$ cat src/rtl/memwp_pkg.sv
package memwp_pkg;

    localparam int unsigned STAT_W = 8;

    typedef enum logic [1:0] {
        BP_NONE    = 2'b00,
        BP_QUARTER = 2'b01,
        BP_HALF    = 2'b10,
        BP_ALL     = 2'b11
    } bp_e;

    typedef enum logic [2:0] {
        REQ_IDLE    = 3'd0,
        REQ_STATUS  = 3'd1,
        REQ_MEMORY  = 3'd2,
        REQ_SET_WEL = 3'd3,
        REQ_CLR_WEL = 3'd4
    } req_e;

    typedef struct packed {
        logic srwd;
        bp_e  bp;
        logic wel;
        logic wip;
        logic pend_srwd;
        bp_e  pend_bp;
        logic pend_sr;
        logic accept;
        logic reject;
    } state_t;

    function automatic logic [STAT_W-1:0] pack_status(input state_t s);
        return {s.srwd, 3'b000, s.bp, s.wel, s.wip};
    endfunction

endpackage

$ cat src/rtl/memwp_region.sv
module memwp_region
    import memwp_pkg::*;
#(
    parameter int unsigned ADDR_W = 17
) (
    input  bp_e               bp_i,
    input  logic [ADDR_W-1:0] addr_i,
    output logic              hit_o
);
    localparam int unsigned TOP = ADDR_W - 1;

    logic in_half;
    logic in_quarter;

    generate
        if (ADDR_W >= 2) begin : g_wide
            assign in_half    = addr_i[TOP];
            assign in_quarter = &addr_i[TOP -: 2];
        end else begin : g_narrow
            assign in_half    = addr_i[TOP];
            assign in_quarter = addr_i[TOP];
        end
    endgenerate

    always_comb begin
        unique case (bp_i)
            BP_NONE:    hit_o = 1'b0;
            BP_QUARTER: hit_o = in_quarter;
            BP_HALF:    hit_o = in_half;
            BP_ALL:     hit_o = 1'b1;
            default:    hit_o = 1'b1;
        endcase
    end
endmodule

$ cat src/rtl/memwp_arbiter.sv
module memwp_arbiter
    import memwp_pkg::*;
(
    input  logic stat_wr_i,
    input  logic mem_wr_i,
    input  logic set_wel_i,
    input  logic clr_wel_i,
    output req_e kind_o
);
    always_comb begin
        if (stat_wr_i)      kind_o = REQ_STATUS;
        else if (mem_wr_i)  kind_o = REQ_MEMORY;
        else if (set_wel_i) kind_o = REQ_SET_WEL;
        else if (clr_wel_i) kind_o = REQ_CLR_WEL;
        else                kind_o = REQ_IDLE;
    end
endmodule

$ cat src/rtl/memwp_gate.sv
module memwp_gate
    import memwp_pkg::*;
(
    input  req_e kind_i,
    input  logic srwd_i,
    input  logic prot_n_i,
    input  logic wel_i,
    input  logic wip_i,
    input  logic region_hit_i,
    output logic grant_o,
    output logic hw_locked_o
);
    logic base_ok;

    assign hw_locked_o = srwd_i & ~prot_n_i;
    assign base_ok     = wel_i & ~wip_i;

    always_comb begin
        unique case (kind_i)
            REQ_STATUS: grant_o = base_ok & ~hw_locked_o;
            REQ_MEMORY: grant_o = base_ok & ~region_hit_i;
            default:    grant_o = 1'b0;
        endcase
    end
endmodule

$ cat src/rtl/memwp_guard.sv
module memwp_guard
    import memwp_pkg::*;
#(
    parameter int unsigned ADDR_W = 17
) (
    input  logic              clk,
    input  logic              rst_n,
    input  logic              set_wel_i,
    input  logic              clr_wel_i,
    input  logic              stat_wr_i,
    input  logic [7:0]        stat_data_i,
    input  logic              mem_wr_i,
    input  logic [ADDR_W-1:0] mem_addr_i,
    input  logic              prot_n_i,
    input  logic              cyc_done_i,
    output logic [7:0]        status_o,
    output logic              accept_o,
    output logic              reject_o,
    output logic              busy_o
);
    localparam int unsigned SRWD_BIT = 7;
    localparam int unsigned BP_HI    = 3;
    localparam int unsigned BP_LO    = 2;

    state_t st_d;
    state_t st_q;
    req_e   kind;
    logic   region_hit;
    logic   grant;
    logic   hw_locked;
    logic   unused_data;

    assign unused_data = ^{stat_data_i[6:4], stat_data_i[1:0], hw_locked};

    memwp_arbiter u_arb (
        .stat_wr_i (stat_wr_i),
        .mem_wr_i  (mem_wr_i),
        .set_wel_i (set_wel_i),
        .clr_wel_i (clr_wel_i),
        .kind_o    (kind)
    );

    memwp_region #(.ADDR_W(ADDR_W)) u_region (
        .bp_i   (st_q.bp),
        .addr_i (mem_addr_i),
        .hit_o  (region_hit)
    );

    memwp_gate u_gate (
        .kind_i       (kind),
        .srwd_i       (st_q.srwd),
        .prot_n_i     (prot_n_i),
        .wel_i        (st_q.wel),
        .wip_i        (st_q.wip),
        .region_hit_i (region_hit),
        .grant_o      (grant),
        .hw_locked_o  (hw_locked)
    );

    always_comb begin
        st_d        = st_q;
        st_d.accept = 1'b0;
        st_d.reject = 1'b0;

        // completion of a running cycle: commit pending status bits
        if (st_q.wip && cyc_done_i) begin
            st_d.wip     = 1'b0;
            st_d.wel     = 1'b0;
            st_d.pend_sr = 1'b0;
            if (st_q.pend_sr) begin
                st_d.srwd = st_q.pend_srwd;
                st_d.bp   = st_q.pend_bp;
            end
        end

        unique case (kind)
            REQ_STATUS: begin
                if (grant) begin
                    st_d.wip       = 1'b1;
                    st_d.pend_sr   = 1'b1;
                    st_d.pend_srwd = stat_data_i[SRWD_BIT];
                    st_d.pend_bp   = bp_e'(stat_data_i[BP_HI:BP_LO]);
                    st_d.accept    = 1'b1;
                end else begin
                    st_d.reject    = 1'b1;
                end
            end
            REQ_MEMORY: begin
                if (grant) begin
                    st_d.wip     = 1'b1;
                    st_d.pend_sr = 1'b0;
                    st_d.accept  = 1'b1;
                end else begin
                    st_d.reject  = 1'b1;
                end
            end
            REQ_SET_WEL: begin
                if (!st_q.wip) st_d.wel = 1'b1;
            end
            REQ_CLR_WEL: begin
                if (!st_q.wip) st_d.wel = 1'b0;
            end
            default: begin
            end
        endcase
    end

    always_ff @(posedge clk) begin
        if (!rst_n) begin
            st_q <= '0;
        end else begin
            st_q <= st_d;
        end
    end

    assign status_o = pack_status(st_q);
    assign accept_o = st_q.accept;
    assign reject_o = st_q.reject;
    assign busy_o   = st_q.wip;

endmodule

$ cat config.mk
export PLATFORM = sky130hd
export DESIGN_NAME = memwp_guard
export DESIGN_NICKNAME = d
export VERILOG_FILES = /design/src/rtl/memwp_pkg.sv /design/src/rtl/memwp_region.sv /design/src/rtl/memwp_arbiter.sv /design/src/rtl/memwp_gate.sv /design/src/rtl/memwp_guard.sv
export SDC_FILE = /design/constraint.sdc
export NUM_CORES = 1
export LEC_CHECK = 0
export BUFFER_PORTS_ARGS = -buffer_cell sky130_fd_sc_hd__buf_4
export CAP_MARGIN = 30
export CORE_MARGIN = 5
export CORE_UTILIZATION = 36
export CTS_CLUSTER_DIAMETER = 120
export DETAILED_ROUTE_END_ITERATION = 10
export PLACE_DENSITY = 0.75
export SLEW_MARGIN = 20
export SYNTH_ARGS = -nofsm -noshare
export SYNTH_HDL_FRONTEND = slang
export SYNTH_SLANG_ARGS = --single-unit
$ cat constraint.sdc
create_clock -name clk -period 1.64 [get_ports clk]
set_input_delay 0.082 -clock clk [delete_from_list [all_inputs] [get_ports clk]]
set_output_delay 0.082 -clock clk [all_outputs]
set_load 0.005 [all_outputs]
==> results of run 1 <==
logic make-up after synthesis:
| logic type | synth area share [%] |
|---|---|
| other | 0.726 |
| AOI/OAI and AO/OA | 14.3 |
| muxes | 5.81 |
| DFF | 42.6 |
| and+or+nand+nor | 24.2 |
| buffers and inverters | 12.3 |
layout by cell type (no fill, tap or decap):
cell type / count
conb_1: 3
o21ai_0: 5
inv_1: 1
or4b_1: 1
nand2_1: 1
o2bb2ai_1: 1
nor2_1: 5
nand3_1: 6
nor2b_1: 2
a32oi_1: 1
nand2b_1: 1
mux2i_1: 3
o21a_1: 1
nor4bb_1: 1
dfxtp_1: 11
a21oi_1: 3
o31a_1: 1
and3b_2: 1
clkbuf_4: 3
buf_4: 20
nand3b_1: 1
and3_1: 1
clkbuf_1: 1
nor3_1: 2
power breakdown:
part	internal [mW]	total, mW	switching, mW	leakage, nW
sequential	0.274	0.279	0.00509	0.0893
clock	0.0942	0.186	0.0917	0.0150
combinational	0.0340	0.0572	0.0232	0.200
flip-flops by register name (all words and copies together), names as in the netlist:
signal / cells
status_o: 4
st_q: 4
busy_o: 1
accept_o: 1
reject_o: 1
final timing paths:
kind              slack (ns)  cells after the start      start     endpoint
setup / recovery        0.37                      3     busy_o  status_o[1]
hold / removal          0.04                      3  set_wel_i  status_o[1]
hold reg to reg         0.48                      2    st_q[2]      st_q[2]
setup reg to reg        0.37                      3     busy_o  status_o[1]
metal layers:
layer / track usage [%] / routed length [um] / vias to the layer above
li1: - / - / 234
met1: 11.5 / 457 / 219
met2: 15.0 / 530 / 18
met3: 5.64 / 94 / 5
met4: 8.06 / 40 / 0
met5: 0 / 0 / -
final cells by class:
cell class	instances	area [um^2]	area share (%)
clock buffers	4	26.3	3.98
inverters	1	3.75	0.569
multi-input cells	40	240	36.4
repair buffers	20	150	22.8
flip-flops and latches	11	220	33.4
well taps	15	18.8	2.85
worst max-delay path, cell delays in order (launching register included):
cell	delay, ns
dfxtp_1	0.39
or4b_1	0.52
a32oi_1	0.21
nor2_1	0.05
==> impl_metrics.env, run 1 <==
export IMPL_status="finished clean"
export IMPL_ctsResizeCount=0
export IMPL_arrival_ns=1.43
export IMPL_synth_top_area_share_pct=42.6
export IMPL_antennaDiodeCount=0
export IMPL_vias_per_cell=5.23
export IMPL_grt_pass1_wl_mm=1.55
export IMPL_portBuffers=20
export IMPL_synth_common_cells="11 x dfxtp_1, 8 x buf_4, 6 x nand3_1"
export IMPL_grt_max_degree=11
export IMPL_final_setup_tns_ns=0
export IMPL_critPathMaxFanout=10
export IMPL_p_leak_nw=0.304
export IMPL_start_util_pct=38.7
export IMPL_clk_latency_ns=0.27
export IMPL_worstPathRequired_ns=1.80
export IMPL_crit_type="reg -> reg"
export IMPL_vdd_ir_drop_max_uv=348
export IMPL_fin_crit_sh_pct=77.5
export IMPL_place_inst=87
export IMPL_finalHoldViolCount=0
export IMPL_first_iter_violations=8
export IMPL_rows=13
export IMPL_cts_sinks=11
export IMPL_drive_above_1_share_pct=31.6
export IMPL_placed_cell_area_um2=633
export IMPL_grtUsageTotal_pct=10.5
export IMPL_rsz0062_at_grt="false"
export IMPL_final_area_um2=659
export IMPL_synth_cell_type_count=22
export IMPL_start_kind="register"
export IMPL_ctsHtreeMaxLevel=1
export IMPL_root_buffer="clkbuf_4"
export IMPL_power_total_mw=0.523
export IMPL_route_antenna_remaining_nets=0
export IMPL_fmax_mhz=786
export IMPL_die_y_um=47.9
export IMPL_drc=0
export IMPL_place_hpwl_um=831
export IMPL_setup_viol=0
export IMPL_synthFlopType="dfxtp_1"
export IMPL_fill_cells=134
export IMPL_netlist_area_um2=517
export IMPL_fin_crit_ns=1.27
export IMPL_coreArea_um2=1330
export IMPL_hp_class="in -> reg"
export IMPL_ys_seq_area_share_pct=42.6
export IMPL_synthArstFlopShare_pct=0
export IMPL_die_w_um=47.9
export IMPL_cts_made_buffers=3
export IMPL_synth_edf_count=0
export IMPL_fin_nets=110
export IMPL_synth_area_leaders="dfxtp_1 43%, buf_4 12%, mux2i_1 5.8%"
export IMPL_holdWs_ns=0.0402
export IMPL_area_delta_synth_final_pct=27.6
export IMPL_firstDrtPassIters=2
export IMPL_place_congestion=0.684
export IMPL_routed_via_count=476
export IMPL_syn_inst=58
export IMPL_antenna_found_initial=0
export IMPL_cts_tree="yes"
export IMPL_utilization_pct=49.4
export IMPL_final_max_slew_viol_count=0
export IMPL_totalWireLength_mm=1.12
export IMPL_ioPinCount=44
export IMPL_drv_cap=0
export IMPL_fin_cells=91
export IMPL_post_cts_buffers=0
export IMPL_grt_ovfl_total=0
export IMPL_grt_pass1_vias=373
export IMPL_worst_slack_ns=0.368
export IMPL_clk_pin_slew_worst_paths_ns=0.07
export IMPL_wl_per_cell_um=12.3
export IMPL_postSynthAreaPerCell_um2=8.91
export IMPL_die_area_um2=2290
export IMPL_cp_end_kind="register"
export IMPL_ys_ff_latch=11
export IMPL_synth_most_common_cell="dfxtp_1"
export IMPL_synth_top_area_cell="dfxtp_1"
export IMPL_pre_cts_ws_ns=0.371
export IMPL_yosysWarnings=0
export IMPL_cts_hold_buf=0
export IMPL_finalClockSkew_ns=0.00276
export IMPL_powerDensity_nw_per_um2=792
export IMPL_clockBufferDepth=2
Power figures use the tool's default switching activity.
==> run 2: changes to the inputs <==
Clock period 1.64 ns to 1.25 ns, I/O delays scaled along.
==> impl_metrics.env, run 2 (synthesized netlist as in run 1, its figures left out) <==
export IMPL_finalClockSkew_ns=0.00123
export IMPL_worst_slack_ns=0.0715
export IMPL_fin_crit_sh_pct=94.3
export IMPL_totalWireLength_mm=1.16
export IMPL_cp_top_family="simple AND/OR/NAND/NOR gates"
export IMPL_critPathMaxStageDelay_ns=0.49
export IMPL_vdd_ir_drop_max_uv=361
export IMPL_die_y_um=47.9
export IMPL_root_buffer="clkbuf_4"
export IMPL_area_delta_synth_final_pct=32.2
export IMPL_portBuffers=20
export IMPL_final_area_um2=683
export IMPL_cts_made_buffers=3
export IMPL_powerDensity_nw_per_um2=1000
export IMPL_holdWs_ns=0.0260
export IMPL_drv_cap=0
export IMPL_critPathMaxFanout=5
export IMPL_vias_per_cell=5.01
export IMPL_cp_cell_sequence="or4b_1, a32oi_1, nor2_1"
export IMPL_p_switching_mw=0.151
export IMPL_antenna_found_initial=0
export IMPL_cp_end_kind="register"
export IMPL_fin_cells=94
export IMPL_layout_commonest_cell="buf_4"
export IMPL_finalHoldViolCount=0
export IMPL_routed_via_count=471
export IMPL_die_area_um2=2290
export IMPL_start_util_pct=38.7
export IMPL_cts_tree="yes"
export IMPL_setup_viol=0
export IMPL_arrival_ns=1.33
export IMPL_grt_max_degree=8
export IMPL_drive_above_1_share_pct=35.4
export IMPL_rows=13
export IMPL_r2r_slack_ns=0.07
export IMPL_hp_class="in -> reg"
export IMPL_p_int_mw=0.533
export IMPL_p_leak_nw=0.321
export IMPL_grt_pass1_vias=415
export IMPL_grt_pass1_wl_mm=1.68
export IMPL_coreArea_um2=1330
export IMPL_clkPwrFrac_pct=34.3
export IMPL_seqPwrFrac_pct=53.4
export IMPL_cp_num_buf_inv=0
export IMPL_cts_sinks=11
export IMPL_fin_crit_ns=1.18
export IMPL_drc=0
export IMPL_grt_ovfl_total=0
export IMPL_clk_latency_ns=0.26
export IMPL_ioPinCount=44
export IMPL_pre_cts_ws_ns=0.0450
export IMPL_status="finished clean"
export IMPL_clk_pin_slew_worst_paths_ns=0.07
export IMPL_worstPathRequired_ns=1.40
export IMPL_placed_cell_area_um2=656
export IMPL_fin_nets=113
export IMPL_place_inst=90
export IMPL_p_sw_share_pct=22.0
export IMPL_first_iter_violations=12
export IMPL_final_cell_mix="23 x buf_4, 10 x dfxtp_1, 6 x nand3_1, 5 x nor2_1, 5 x o21ai_0"
export IMPL_ctsResizeCount=0
export IMPL_slowest_stage="or4b_1"
export IMPL_route_antenna_remaining_nets=0
export IMPL_wl_per_cell_um=12.3
export IMPL_antennaDiodeCount=0
export IMPL_rsz0062_at_grt="true"
export IMPL_ctsHtreeMaxLevel=1
export IMPL_die_w_um=47.9
export IMPL_cts_hold_buf=0
export IMPL_start_kind="register"
export IMPL_fmax_mhz=849
export IMPL_p_comb_share_pct=12.3
export IMPL_clockBufferDepth=2
export IMPL_place_hpwl_um=920
export IMPL_post_cts_buffers=0
export IMPL_place_congestion=0.745
export IMPL_firstDrtPassIters=4
export IMPL_final_max_slew_viol_count=0
export IMPL_grtUsageTotal_pct=10.5
export IMPL_crit_type="reg -> reg"
==> run 2: per-stage QoR <==
step,utilization [%],power (mW),setup TNS (ns)
final,51.2,0.684,0
after global routing,51.2,0.717,-0.00580
after CTS,51.1,0.689,0
after detailed placement,49.2,0.456,0
after global placement,49.2,0.453,0
after floorplan,-,0.408,0
==> run 2: worst reg2reg max path: stages (launching register included) <==
cell     delay (ns)
dfxtp_2        0.34
or4b_1         0.49
a32oi_1        0.19
nor2_1         0.05
==> run 2: area by class of cell <==
type | count | area (um^2)
timing repair buffer | 23 | 173
sequential | 11 | 221
multi-input combinational | 40 | 240
clock buffer | 4 | 26.3
fill | 137 | 651
inverter | 1 | 3.75
tap | 15 | 18.8
==> run 2: worst paths after layout <==
check / startpoint / endpoint / depth (start not counted)
max: busy_o / status_o[1] / 3
min: set_wel_i / status_o[1] / 3
max reg2reg: busy_o / status_o[1] / 3
min reg2reg: st_q[4] / st_q[4] / 2
==> run 2: power groups by stage <==
stage | Sequential, mW | Clock (mW) | Combinational [mW]
floorplan | 0.374 | 0 | 0.0345
global placement | 0.372 | 0 | 0.0813
detailed placement | 0.373 | 0 | 0.0830
CTS | 0.365 | 0.240 | 0.0839
global route | 0.365 | 0.259 | 0.0923
finish | 0.365 | 0.235 | 0.0839
==> run 2: per-layer routing <==
metal	global-route usage (%)	vias to the layer above	share of wire [%]
li1	-	239	-
met1	12.9	203	40
met2	16.6	27	48
met3	3.38	2	10
met4	4.84	0	1.6
met5	0	-	0
==> run 3: changes to the inputs <==
Settings changed: CORE_MARGIN 5 to default, CORE_UTILIZATION 36 to 38, PLACE_DENSITY 0.75 to 0.79.
Clock period 1.25 ns to 1.5 ns, I/O delays scaled along.
==> impl_metrics.env, run 3 (synthesized netlist as in run 1, its figures left out) <==
export IMPL_cp_num_buf_inv=0
export IMPL_place_hpwl_um=725
export IMPL_layout_commonest_cell="buf_4"
export IMPL_arrival_ns=1.45
export IMPL_antennaDiodeCount=0
export IMPL_final_cell_mix="20 x buf_4, 11 x dfxtp_1, 6 x nand3_1, 5 x nor2_1, 5 x o21ai_0"
export IMPL_totalWireLength_um=963
export IMPL_worstPathRequired_ns=1.66
export IMPL_final_setup_tns_ns=0
export IMPL_start_kind="register"
export IMPL_grtUsageTotal_pct=15.8
export IMPL_fin_nets=110
export IMPL_die_w_um=38.9
export IMPL_cts_made_buffers=3
export IMPL_drive_above_1_share_pct=31.6
export IMPL_grt_pass1_wl_mm=1.52
export IMPL_final_max_slew_viol_count=0
export IMPL_fin_crit_sh_pct=85.7
export IMPL_clk_latency_ns=0.27
export IMPL_hp_class="in -> reg"
export IMPL_finalHoldViolCount=0
export IMPL_worst_slack_ns=0.215
export IMPL_start_util_pct=43.6
export IMPL_portBuffers=20
export IMPL_grt_max_degree=11
export IMPL_drv_cap=0
export IMPL_ctsHtreeMaxLevel=1
export IMPL_clockBufferDepth=2
export IMPL_first_iter_violations=9
export IMPL_vdd_ir_drop_max_uv=453
export IMPL_coreArea_um2=1190
export IMPL_drc=0
export IMPL_cts_tree="yes"
export IMPL_fill_cells=121
export IMPL_pre_cts_ws_ns=0.215
export IMPL_powerDensity_nw_per_um2=866
export IMPL_slowest_stage="or4b_1"
export IMPL_power_total_mw=0.570
export IMPL_finalClockSkew_ns=0.00114
export IMPL_status="finished clean"
export IMPL_clk_pin_slew_worst_paths_ns=0.07
export IMPL_rsz0062_at_grt="false"
export IMPL_routed_via_count=465
export IMPL_wl_per_cell_um=10.7
export IMPL_holdWs_ns=0.0367
export IMPL_fmax_mhz=778
export IMPL_critPathMaxStageDelay_ns=0.52
export IMPL_cp_top_family="simple AND/OR/NAND/NOR gates"
export IMPL_cts_hold_buf=0
export IMPL_cp_end_kind="register"
export IMPL_firstDrtPassIters=4
export IMPL_vias_per_cell=5.17
export IMPL_grt_pass1_vias=379
export IMPL_ctsResizeCount=0
export IMPL_post_cts_buffers=0
export IMPL_crit_type="reg -> reg"
export IMPL_rows=12
export IMPL_cp_cell_sequence="or4b_1, a32oi_1, nor2_1"
export IMPL_die_area_um2=1510
export IMPL_route_antenna_remaining_nets=0
export IMPL_critPathMaxFanout=10
export IMPL_die_y_um=38.9
export IMPL_root_buffer="clkbuf_4"
export IMPL_area_delta_synth_final_pct=27.4
export IMPL_cts_sinks=11
export IMPL_ioPinCount=44
export IMPL_setup_viol=0
export IMPL_antenna_found_initial=0
export IMPL_place_congestion=0.761
export IMPL_grt_ovfl_total=0
export IMPL_fin_crit_ns=1.28
export IMPL_p_leak_nw=0.304
-- run 3: cell count changes in the layout (fill, tap and decap cells not counted), sizes merged --
| cell | before | now |
|---|---|---|
| buf | 23 | 20 |
-- run 3: final timing paths --
path | startpoint | endpoint | slack, ns | depth (start not counted)
setup / recovery | busy_o | status_o[1] | 0.22 | 3
hold reg to reg | st_q[3] | st_q[3] | 0.48 | 2
hold / removal | set_wel_i | status_o[1] | 0.04 | 3
setup reg to reg | busy_o | status_o[1] | 0.22 | 3
-- run 3: area by class of cell --
cell class / instances / area [um^2] / area share (%)
repair buffers: 20 / 150 / 22.8
multi-input cells: 40 / 240 / 36.5
well taps: 14 / 17.5 / 2.66
flip-flops and latches: 11 / 220 / 33.5
inverters: 1 / 3.75 / 0.570
clock buffers: 4 / 26.3 / 3.99
-- run 3: layer usage --
| layer | track usage (%) | routed length, um | vias to the layer above |
|---|---|---|---|
| met5 | 0 | 0 | - |
| met4 | 10.3 | 17 | 0 |
| met3 | 8.67 | 69 | 2 |
| met2 | 23.3 | 440 | 22 |
| met1 | 17.3 | 435 | 208 |
| li1 | - | - | 233 |
-- run 3: through the flow --
stage | instances | area [um^2] | utilization, %
final | 90 | 658 | 55.5
after CTS | 90 | 658 | 55.5
after global routing | 90 | 658 | 55.5
after detailed placement | 86 | 632 | 53.3
after global placement | 86 | 632 | 53.3
after floorplan | 60 | 524 | -
-- run 3: power breakdown --
part	switching (mW)	internal (mW)	total [mW]
combinational	0.0238	0.0372	0.0610
clock	0.101	0.103	0.204
sequential	0.00564	0.300	0.306
-- run 3: worst reg2reg max path: stages, from the launching register on --
cell	delay, ns
dfxtp_1	0.39
or4b_1	0.52
a32oi_1	0.21
nor2_1	0.05
